<file path="src/rtl/seq_pkg.sv">
// Shared types for the SPI ADC command sequencer.
// Assumes: phase codes are visible on the top-level status port, so their
// encoding is fixed.
package seq_pkg;

    typedef enum logic [1:0] {
        PH_IDLE    = 2'd0,
        PH_CONFIG  = 2'd1,
        PH_CALIB   = 2'd2,
        PH_CONVERT = 2'd3
    } phase_e;

endpackage

</file>
<file path="src/rtl/spi_word_tx.sv">
// Sends one word per start pulse in SPI mode 0, MSB first.
// After the last falling edge, chip-select is held high for a guard interval.
// Assumes: SCLK_DIV is even and at least 2; start is only honoured while ready.
module spi_word_tx #(
    parameter int WORD_W      = 16,
    parameter int SCLK_DIV    = 10,
    parameter int GAP_PERIODS = 2
) (
    input  logic              clk,
    input  logic              rst_n,
    input  logic              start,
    input  logic [WORD_W-1:0] word,
    output logic              ready,
    output logic              cs_n,
    output logic              sclk,
    output logic              mosi
);
    localparam int HALF     = SCLK_DIV / 2;
    localparam int TICK_W   = (HALF > 1) ? $clog2(HALF) : 1;
    localparam int GAP_CLKS = GAP_PERIODS * SCLK_DIV;
    localparam int GAP_W    = $clog2(GAP_CLKS + 1);
    localparam int BIT_W    = $clog2(WORD_W);

    typedef enum logic [1:0] {TX_IDLE, TX_SHIFT, TX_GAP} tx_state_e;

    tx_state_e         state;
    logic [WORD_W-1:0] shreg;
    logic [TICK_W-1:0] tick;
    logic [BIT_W-1:0]  bit_n;
    logic [GAP_W-1:0]  gap;

    // Accept a word only when fully idle (guard interval elapsed).
    assign ready = (state == TX_IDLE);

    // Half-period timing, shifting on falling edges, and the guard interval.
    always_ff @(posedge clk) begin
        if (!rst_n) begin
            state <= TX_IDLE;
            cs_n  <= 1'b1;
            sclk  <= 1'b0;
            mosi  <= 1'b0;
            shreg <= '0;
            tick  <= '0;
            bit_n <= '0;
            gap   <= '0;
        end else begin
            case (state)
                TX_IDLE: begin
                    if (start) begin
                        shreg <= word;
                        mosi  <= word[WORD_W-1];
                        cs_n  <= 1'b0;
                        tick  <= '0;
                        bit_n <= '0;
                        state <= TX_SHIFT;
                    end
                end
                TX_SHIFT: begin
                    if (tick == TICK_W'(HALF - 1)) begin
                        tick <= '0;
                        sclk <= ~sclk;
                        if (sclk) begin
                            if (bit_n == BIT_W'(WORD_W - 1)) begin
                                cs_n  <= 1'b1;
                                mosi  <= 1'b0;
                                gap   <= '0;
                                state <= TX_GAP;
                            end else begin
                                bit_n <= bit_n + 1'b1;
                                shreg <= {shreg[WORD_W-2:0], 1'b0};
                                mosi  <= shreg[WORD_W-2];
                            end
                        end
                    end else begin
                        tick <= tick + 1'b1;
                    end
                end
                default: begin
                    if (gap == GAP_W'(GAP_CLKS - 1)) begin
                        state <= TX_IDLE;
                    end else begin
                        gap <= gap + 1'b1;
                    end
                end
            endcase
        end
    end

endmodule

</file>
<file path="src/rtl/seq_word_sel.sv">
// Picks the outgoing word from the current phase and counters.
// A convert word is the template with the channel index placed in a fixed field.
// Assumes: cfg_idx < N_CFG and ch < N_CH (guaranteed by the controller).
module seq_word_sel
    import seq_pkg::*;
#(
    parameter int                         WORD_W        = 16,
    parameter int                         N_CFG         = 18,
    parameter logic [N_CFG-1:0][WORD_W-1:0] CFG_WORDS   = {N_CFG{16'h0000}},
    parameter logic [WORD_W-1:0]          CAL_WORD      = 16'h5500,
    parameter logic [WORD_W-1:0]          CONV_TEMPLATE = 16'h0000,
    parameter int                         N_CH          = 32,
    parameter int                         CH_LSB        = 8,
    localparam int                        CFG_IW        = (N_CFG > 1) ? $clog2(N_CFG) : 1,
    localparam int                        CH_W          = (N_CH > 1) ? $clog2(N_CH) : 1
) (
    input  phase_e            ph,
    input  logic [CFG_IW-1:0] cfg_idx,
    input  logic [CH_W-1:0]   ch,
    output logic [WORD_W-1:0] word
);
    logic [WORD_W-1:0] conv_word;

    // Channel field insertion; a single-channel slave uses the template as is.
    generate
        if (N_CH > 1) begin : g_ch_field
            localparam logic [WORD_W-1:0] FIELD_MASK =
                WORD_W'(((1 << CH_W) - 1) << CH_LSB);
            assign conv_word = (CONV_TEMPLATE & ~FIELD_MASK) |
                               (WORD_W'(ch) << CH_LSB);
        end else begin : g_no_field
            assign conv_word = CONV_TEMPLATE;
        end
    endgenerate

    // Word multiplexer by phase.
    always_comb begin
        case (ph)
            PH_CONFIG: word = CFG_WORDS[cfg_idx];
            PH_CALIB:  word = CAL_WORD;
            default:   word = conv_word;
        endcase
    end

endmodule

</file>
<file path="src/rtl/seq_ctrl.sv">
// Sequencer for the command stream: configuration list, then one calibration
// word, then round-robin convert words. A word is issued whenever the
// transmitter is idle and enable is high. A disabled, idle transmitter resets
// the sequence to configuration word 0.
// Assumes: start is taken by the transmitter in the same cycle it is raised.
module seq_ctrl
    import seq_pkg::*;
#(
    parameter int  N_CFG  = 18,
    parameter int  N_CH   = 32,
    localparam int CFG_IW = (N_CFG > 1) ? $clog2(N_CFG) : 1,
    localparam int CH_W   = (N_CH > 1) ? $clog2(N_CH) : 1
) (
    input  logic              clk,
    input  logic              rst_n,
    input  logic              enable,
    input  logic              tx_ready,
    output logic              start,
    output phase_e            next_ph,
    output logic [CFG_IW-1:0] cfg_idx,
    output logic [CH_W-1:0]   ch,
    output phase_e            cur_ph
);
    // Issue a word whenever allowed.
    assign start = enable && tx_ready;

    // Advance the sequence on each issued word; rewind when parked.
    always_ff @(posedge clk) begin
        if (!rst_n) begin
            next_ph <= PH_CONFIG;
            cfg_idx <= '0;
            ch      <= '0;
            cur_ph  <= PH_IDLE;
        end else if (start) begin
            cur_ph <= next_ph;
            case (next_ph)
                PH_CONFIG: begin
                    if (cfg_idx == CFG_IW'(N_CFG - 1)) begin
                        cfg_idx <= '0;
                        next_ph <= PH_CALIB;
                    end else begin
                        cfg_idx <= cfg_idx + 1'b1;
                    end
                end
                PH_CALIB: begin
                    ch      <= '0;
                    next_ph <= PH_CONVERT;
                end
                default: begin
                    ch <= (ch == CH_W'(N_CH - 1)) ? '0 : ch + 1'b1;
                end
            endcase
        end else if (tx_ready) begin
            next_ph <= PH_CONFIG;
            cfg_idx <= '0;
            ch      <= '0;
            cur_ph  <= PH_IDLE;
        end
    end

endmodule

</file>
<file path="src/rtl/spi_adc_sequencer.sv">
// Top level: autonomous SPI master that configures, calibrates and then
// continuously converts on a multichannel ADC front end. Slave data is routed
// to an external consumer untouched.
// Assumes: SCLK_DIV is even and long enough for the slave's minimum clock period.
module spi_adc_sequencer
    import seq_pkg::*;
#(
    parameter int                      WORD_W        = 16,
    parameter int                      SCLK_DIV      = 10,
    parameter int                      GAP_PERIODS   = 2,
    parameter int                      N_CFG         = 18,
    parameter logic [N_CFG-1:0][WORD_W-1:0] CFG_WORDS = {N_CFG{16'h0000}},
    parameter logic [WORD_W-1:0]       CAL_WORD      = 16'h5500,
    parameter logic [WORD_W-1:0]       CONV_TEMPLATE = 16'h0000,
    parameter int                      N_CH          = 32,
    parameter int                      CH_LSB        = 8
) (
    input  logic       clk,
    input  logic       rst_n,
    input  logic       enable,
    input  logic       miso_in,
    output logic       cs_n,
    output logic       sclk,
    output logic       mosi,
    output logic       miso_out,
    output logic       busy,
    output logic [1:0] phase
);
    localparam int CFG_IW = (N_CFG > 1) ? $clog2(N_CFG) : 1;
    localparam int CH_W   = (N_CH > 1) ? $clog2(N_CH) : 1;

    logic              tx_ready;
    logic              start;
    phase_e            next_ph;
    phase_e            cur_ph;
    logic [CFG_IW-1:0] cfg_idx;
    logic [CH_W-1:0]   ch;
    logic [WORD_W-1:0] word;

    seq_ctrl #(
        .N_CFG (N_CFG),
        .N_CH  (N_CH)
    ) u_ctrl (
        .clk      (clk),
        .rst_n    (rst_n),
        .enable   (enable),
        .tx_ready (tx_ready),
        .start    (start),
        .next_ph  (next_ph),
        .cfg_idx  (cfg_idx),
        .ch       (ch),
        .cur_ph   (cur_ph)
    );

    seq_word_sel #(
        .WORD_W        (WORD_W),
        .N_CFG         (N_CFG),
        .CFG_WORDS     (CFG_WORDS),
        .CAL_WORD      (CAL_WORD),
        .CONV_TEMPLATE (CONV_TEMPLATE),
        .N_CH          (N_CH),
        .CH_LSB        (CH_LSB)
    ) u_sel (
        .ph      (next_ph),
        .cfg_idx (cfg_idx),
        .ch      (ch),
        .word    (word)
    );

    spi_word_tx #(
        .WORD_W      (WORD_W),
        .SCLK_DIV    (SCLK_DIV),
        .GAP_PERIODS (GAP_PERIODS)
    ) u_tx (
        .clk   (clk),
        .rst_n (rst_n),
        .start (start),
        .word  (word),
        .ready (tx_ready),
        .cs_n  (cs_n),
        .sclk  (sclk),
        .mosi  (mosi)
    );

    // Status and slave-data routing.
    assign busy     = ~tx_ready;
    assign phase    = cur_ph;
    assign miso_out = miso_in;

endmodule

</file>
<file path="config.mk">
export PLATFORM = sky130hd
export DESIGN_NAME = spi_adc_sequencer
export DESIGN_NICKNAME = d
export VERILOG_FILES = /design/src/rtl/seq_pkg.sv /design/src/rtl/spi_word_tx.sv /design/src/rtl/seq_word_sel.sv /design/src/rtl/seq_ctrl.sv /design/src/rtl/spi_adc_sequencer.sv
export SDC_FILE = /design/constraint.sdc
export NUM_CORES = 1
export LEC_CHECK = 0
export ABC_AREA = 0
export BUFFER_PORTS_ARGS = -buffer_cell sky130_fd_sc_hd__buf_2
export CORE_MARGIN = 5
export CORE_UTILIZATION = 59
export DETAILED_ROUTE_END_ITERATION = 8
export PLACE_DENSITY_LB_ADDON = 0.2
export SYNTH_ARGS = -nofsm -noshare
export SYNTH_HDL_FRONTEND = slang
export SYNTH_SLANG_ARGS = --single-unit
</file>
<file path="constraint.sdc">
create_clock -name clk -period 2.2 [get_ports clk]
set_clock_uncertainty 0.15 [all_clocks]
set_input_delay 0.44 -clock clk [delete_from_list [all_inputs] [get_ports clk]]
set_output_delay 0.44 -clock clk [all_outputs]
set_load 0.01 [all_outputs]
</file>
==> impl_metrics.toml, run 1 <==
[pwr]
peakVddDrop_mv = 0.418
power_frac_seq = 0.582
p_switching_uw = 329
clkPwrFrac = 0.312
total_leakage_power_nw = 0.830
internal_power_uw = 907
swShare = 0.266
cellPowerDensity_mw_per_mm2 = 604
p_comb_frac = 0.106

[setup_path]
startpoint_type = "flip-flop"
worstPathRequired_ps = 1610
critPathKind = "reg2out"
reg2reg_depth = 4
crit_family = "flip-flops"
rr_startpoint = "u_tx.state[1]"
crit_chain = "nor2_1 > inv_1 > buf_2"
critPathSlowestCell = "dfxtp_1"
worstPathArrival_ps = 1430
path_max_fanout = 12
critPathMaxStageDelay_ps = 610
r2r_slack_ps = 270
worst-path-buf-inv = 2
worst_setup_path_end_kind = "output pin"
r2r_end = "u_tx.shreg[11]"

[synthesis]
syn-cell-area_mm2 = 0.00192
synth_async_sr_flop_share = 0
yosys.area_share.simple = 0.231
syn_nets = 235
muxShareOfSynthArea = 0.0416
yosysWarnings = 0
synth-seq-area-share = 0.396
synth_seq_cells = 38
syn_avg_cell_area_um2 = 8.70
syn-instance-count = 221
ys_types = 46
synth_area_leaders = "dfxtp_1 (40%), ha_1 (6.5%), mux2i_1 (4.2%)"
synth_compound_area_frac = 0.206
synth_edf_count = 0
synth_xor_area_frac = 0.00455
post-synth-top-area-fraction = 0.396
synthAdderAreaFrac = 0.0651
synth_top_area_cell = "dfxtp_1"
synth_top_family_by_area = "simple AND/OR/NAND/NOR gates"
ys.flop_type = "dfxtp_1"

[detailed_routing]
drt_iter0_drc = 117
ant_nets = 0
wl_mm = 4.15
drc_errors = 0
routed-wl-met2_mm = 2.03
wl_met3_um = 258
avgRoutedWirePerCell_um = 15.2
top_layer_used = "met4"
vias_per_cell = 6.17
drt-pass1-iter-count = 4
wl_met1_mm = 1.78
num_vias = 1685

[sta]
timing.final.crit_share = 0.917
rsz0062_at_grt = "no"
hold_violations = 0
fin_crit_ps = 2020
finalSetupViolations = 0
slew_headroom = 0.616
worstMarginPinSlew_ps = 576
slew_viol_final = 0
finalSetupTns_ps = 0
maxClockFrequency_mhz = 496
fin_ws_ps = 183

[die]
die_h_um = 67.1
boundaryPins = 11
die_width_um = 67.1
die-area_mm2 = 0.00450
start_util = 0.625
core_mm2 = 0.00308
rows = 20

[hold_path]
hp-class = "in2reg"
hold_end = "u_ctrl.next_ph[1]"
min_path_cells = 2
min_from = "enable"

[clock_network]
path_clk_slew_ps = 120
cts_hold_repair.buffers = 0
cts_max_level = 2
cts_resized = 0
cts_tree = "yes"
cts_root_buf = "clkbuf_4"
clock_latency_ps = 350
postCtsSetupBuffers = 0
clock_path_buffers = 2
cts_buffers = 5
cts_num_sinks = 38

[place]
dp.cells = 265
io_buffers = 8
dp_hpwl_mm = 2.94
dp_slack_ps = 271
place.gp.congestion = 0.919

[cells_and_area]
regArea_um2 = 761
num_antenna_cells = 0
drive_gt1_frac = 0.118
multi_input_area_mm2 = 0.00105
fillCellCount = 262
fin_cells = 273
syn_to_final_growth_pct = 6.51
nNetsFinal = 242

[job]
drv_cap = 0

[global_routing]
track_usage = 0.207
grt_max_degree = 24
antenna_found_initial = 0
grt_pass1_wl_mm = 7.08
grt_overflow = 0
grt_pass1_vias = 1623

[run_status]
status = "complete, no violations"
## cells in the mapped netlist (all sizes together) (2+ instances only)
library cell	number
nand2b	2
a22oi	5
o21ai	15
and2	2
buf	6
o21a	2
and3	7
nand2	18
o31ai	2
o22ai	2
nor2	19
nand3	9
a211oi	6
mux2i	8
a31o	2
or3	2
clkbuf	8
nand3b	3
nor2b	4
a21oi	13
inv	8
nor3	5
a41oi	2
nand4	5
o2111ai	2
nor4	2
dfxtp	38
ha	10
## per-layer routing
metal | track usage | vias up
met1 | 0.239 | 805
met4 | 0.101 | 0
li1 | - | 817
met3 | 0.0607 | 8
met5 | 0 | -
met2 | 0.345 | 55
## final cells by class
cell class | instances | share of cell area
inverter | 9 | 0.0165
sequential | 38 | 0.371
clock buffer | 7 | 0.0269
clock inverter | 1 | 0.00244
tap | 44 | 0.0269
timing repair buffer | 14 | 0.0415
multi-input combinational | 160 | 0.514
## sequential cells by signal, indices dropped and copies added (netlist names)
| signal | cells |
|---|---|
| u_tx.shreg | 7 |
| u_tx.tick | 3 |
| u_tx.state | 2 |
| u_ctrl.ch | 5 |
| u_tx.cs_n | 1 |
| u_tx.sclk | 1 |
| u_tx.mosi | 1 |
| u_ctrl.cur_ph | 2 |
| u_ctrl.cfg_idx | 5 |
| u_tx.bit_n | 4 |
| u_ctrl.next_ph | 2 |
| u_tx.gap | 5 |
## cell usage in the layout, fill, tap and decap left out, drive strengths merged, types with 3 or more instances in the layout
master / instances
and3: 7
a22oi: 5
dfxtp: 38
mux2i: 8
inv: 8
buf: 14
ha: 10
a211oi: 6
nor2b: 4
nor2: 19
clkbuf: 7
nand3: 9
nand3b: 3
o21ai: 15
a21oi: 13
nor3: 5
nand2: 18
nand4: 5
## worst max path at each step
stage,cells after the start,start,endpoint
after floorplan,6,u_tx.bit_n[0],u_tx.shreg[10]
after detailed placement,5,enable,u_ctrl.ch[3]
after global routing,3,u_tx.state[1],busy
after global placement,5,enable,u_ctrl.ch[3]
after CTS,3,u_tx.state[1],busy
final,3,u_tx.state[1],busy
## worst register-to-register path: cells and delay by family (launching register included)
kind / cells / cell delay, ps
simple gates: 2 / 790
compound gates: 2 / 290
flops: 1 / 610
## metrics by stage
stage	hold slack, ps	total power, mW	area, µm²	util
floorplan	286	0.831	1920	-
global placement	296	0.856	1990	0.646
detailed placement	314	0.864	1990	0.646
CTS	283	1.24	2050	0.665
global route	294	1.30	2050	0.665
finish	306	1.24	2050	0.665
## kinds of logic (layout without fill, tap and decap cells)
family	after synthesis	count (layout)
mux	8	8
xor+xnor	1	1
simple gates	82	82
compound gates	59	59
fa+ha+maj	10	10
flops	38	38
buf+inv	23	31
## power groups by stage
stage	Sequential [mW]	Clock [mW]	Combinational, mW
after floorplan	0.730	0	0.101
after global placement	0.733	0	0.123
after detailed placement	0.734	0	0.130
after CTS	0.719	0.394	0.130
after global routing	0.721	0.432	0.147
final	0.719	0.386	0.131
Power figures use the tool's default switching activity.
==> inputs of run 2 (changes only) <==
--- a/config.mk
+++ b/config.mk
@@ -8,9 +8,10 @@
 export ABC_AREA = 0
 export BUFFER_PORTS_ARGS = -buffer_cell sky130_fd_sc_hd__buf_2
 export CORE_MARGIN = 5
-export CORE_UTILIZATION = 59
+export CORE_UTILIZATION = 61
 export DETAILED_ROUTE_END_ITERATION = 8
 export PLACE_DENSITY_LB_ADDON = 0.2
 export SYNTH_ARGS = -nofsm -noshare
 export SYNTH_HDL_FRONTEND = slang
+export SYNTH_HIERARCHICAL = 1
 export SYNTH_SLANG_ARGS = --single-unit
==> constraint.sdc (replaced) <==
create_clock -name clk -period 2.2 [get_ports clk]
set_clock_uncertainty 0.15 [all_clocks]
set_input_delay 0.33 -clock clk [delete_from_list [all_inputs] [get_ports clk]]
set_output_delay 0.33 -clock clk [all_outputs]
set_load 0.01 [all_outputs]
==> run 2 against run 1 <==
Die area grew 23%. Non-clock buffer count grew 5. Power grew 33%. Register-to-register slack gained 30 ps. Fmax grew 5.9%. First-iteration DRC count shrank 37%. Critical path depth grew 4. Hold slack lost 3.0 ps. Utilization shrank 0.11 points. Combinational power grew 98%. Critical endpoint is now u_tx/bit_n[3]. Highest routed layer unchanged.
==> impl_metrics.toml, run 2 <==
[cells_and_area]
syn_to_final_growth_pct = 5.25
nNetsFinal = 309
largest_register_ffs = 15
fin_cells = 346
final_cell_mix = "dfxtp_1 (46), nand2_1 (45), nand3_1 (24)"
layout_commonest_cell = "dfxtp_1"
regArea_um2 = 921
multi_input_area_mm2 = 0.00142
fillCellCount = 343
largest-register = "u_tx/shreg"
num_antenna_cells = 0
final_cell_area_mm2 = 0.00266
final_util = 0.664
drive_gt1_frac = 0.172

[detailed_routing]
drt_iter0_drc = 74
drc_errors = 0
avgRoutedWirePerCell_um = 12.3
vias_per_cell = 5.47
num_vias = 1894
drt-pass1-iter-count = 4
ant_nets = 0
wl_mm = 4.25

[setup_path]
r2r_slack_ps = 300
startpoint_type = "flip-flop"
worstPathRequired_ps = 2230
path_max_fanout = 37
worst_setup_path_end_kind = "flip-flop"
critPathKind = "reg2reg"
worstPathArrival_ps = 1930

[run_status]
status = "complete, no violations"

[pwr]
cellPowerDensity_mw_per_mm2 = 619
total_leakage_power_nw = 1.22
peakVddDrop_mv = 0.562

[die]
die_h_um = 74.3
core_mm2 = 0.00400
start_util = 0.631
boundaryPins = 11
rows = 23
die-area_mm2 = 0.00553
die_width_um = 74.3

[clock_network]
cts_max_level = 2
cts_resized = 0
path_clk_slew_ps = 80
clock_path_buffers = 2
clock_latency_ps = 290
postCtsSetupBuffers = 0
cts_num_sinks = 46
cts_hold_repair.buffers = 0
cts_tree = "yes"
cts_root_buf = "clkbuf_8"
cts_buffers = 5

[synthesis]
syn-instance-count = 288
ys_types = 55
ys.flop_type = "dfxtp_1"
synth-seq-area-share = 0.365
synth_area_leaders = "dfxtp_1 (36%), nand2_1 (6.7%), o211a_1 (5.9%)"
yosysWarnings = 6
yosys-top-cells-count = "dfxtp_1 (46), nand2_1 (45), nand3_1 (24)"
synth_edf_count = 0
syn-cell-area_mm2 = 0.00252
synth_async_sr_flop_share = 0
synth_seq_cells = 46
syn_avg_cell_area_um2 = 8.77
post-synth-top-area-fraction = 0.365
synth_top_area_cell = "dfxtp_1"
synth.most_common_cell = "dfxtp_1"

[global_routing]
grt_pass1_wl_mm = 7.49
grt_max_degree = 38
track_usage = 0.171
grt_overflow = 0
antenna_found_initial = 0
grt_pass1_vias = 1737

[sta]
rsz0062_at_grt = "no"
worstMarginPinSlew_ps = 541
maxClockFrequency_mhz = 525
hold_violations = 0
slew_viol_final = 0
finalSetupTns_ps = 0
timing.final.crit_share = 0.866
slew_headroom = 0.639
fin_crit_ps = 1900
finalSetupViolations = 0

[hold_path]
hp-class = "reg2reg"

[place]
postPlaceCellArea_mm2 = 0.00258
dp_hpwl_mm = 2.98
dp.cells = 339
place.gp.congestion = 0.741
io_buffers = 8

[job]
drv_cap = 0
-- run 2: through the flow --
step           worst slack, ps  power [mW]  hold slack (ps)
2_1_floorplan              251        1.15              305
3_3_place_gp               398        1.18              286
3_5_place_dp               307        1.19              297
4_1_cts                    303        1.67              308
5_1_grt                    196        1.75              337
6_report                   295        1.65              303
-- run 2: path summary, 6_finish.rpt --
| kind | startpoint | end | cells past startpoint |
|---|---|---|---|
| worst max-delay path | u_tx/tick[0] | u_tx/bit_n[3] | 7 |
| worst min-delay path | u_ctrl/cur_ph[0] | u_ctrl/cur_ph[0] | 2 |
| worst max register to register | u_tx/tick[0] | u_tx/bit_n[3] | 7 |
| worst min register to register | u_ctrl/cur_ph[0] | u_ctrl/cur_ph[0] | 2 |
-- run 2: cells by family (layout without fill, tap and decap cells) --
logic type | Yosys count | in the layout | share of synthesized area
fa+ha+maj | 10 | 10 | 0.0491
mux | 4 | 4 | 0.0173
other cells | 1 | 10 | 0.00149
buf+inv | 38 | 37 | 0.0872
simple gates | 124 | 124 | 0.273
flops | 46 | 46 | 0.365
compound gates | 58 | 58 | 0.183
xor+xnor | 7 | 7 | 0.0243
-- run 2: power breakdown --
| part | total (mW) | internal, mW | switching [mW] |
|---|---|---|---|
| combinational | 0.259 | 0.110 | 0.149 |
| clock | 0.480 | 0.218 | 0.262 |
| sequential | 0.907 | 0.880 | 0.0269 |
| total | 1.65 | 1.21 | 0.438 |
-- run 2: layer usage --
layer / wire [µm] / track usage
met1: 2080 / 0.207
met5: 0 / 0
met4: 71 / 0.0672
met3: 128 / 0.0459
met2: 1970 / 0.289
-- run 2: area by class of cell --
cell class	instances	share of cell area
clock buffers	6	0.0273
repair buffers	19	0.0508
flip-flops and latches	46	0.347
clock inverters	1	0.00282
inverters	11	0.0155
well taps	50	0.0235
multi-input cells	213	0.533
-- run 2: critical path: stages, from the launching register on --
cell,delay [ps]
dfxtp_1,340
inv_1,70
ha_1,260
nand3_2,160
a211oi_4,300
buf_12,220
a21boi_0,180
o21ai_0,100
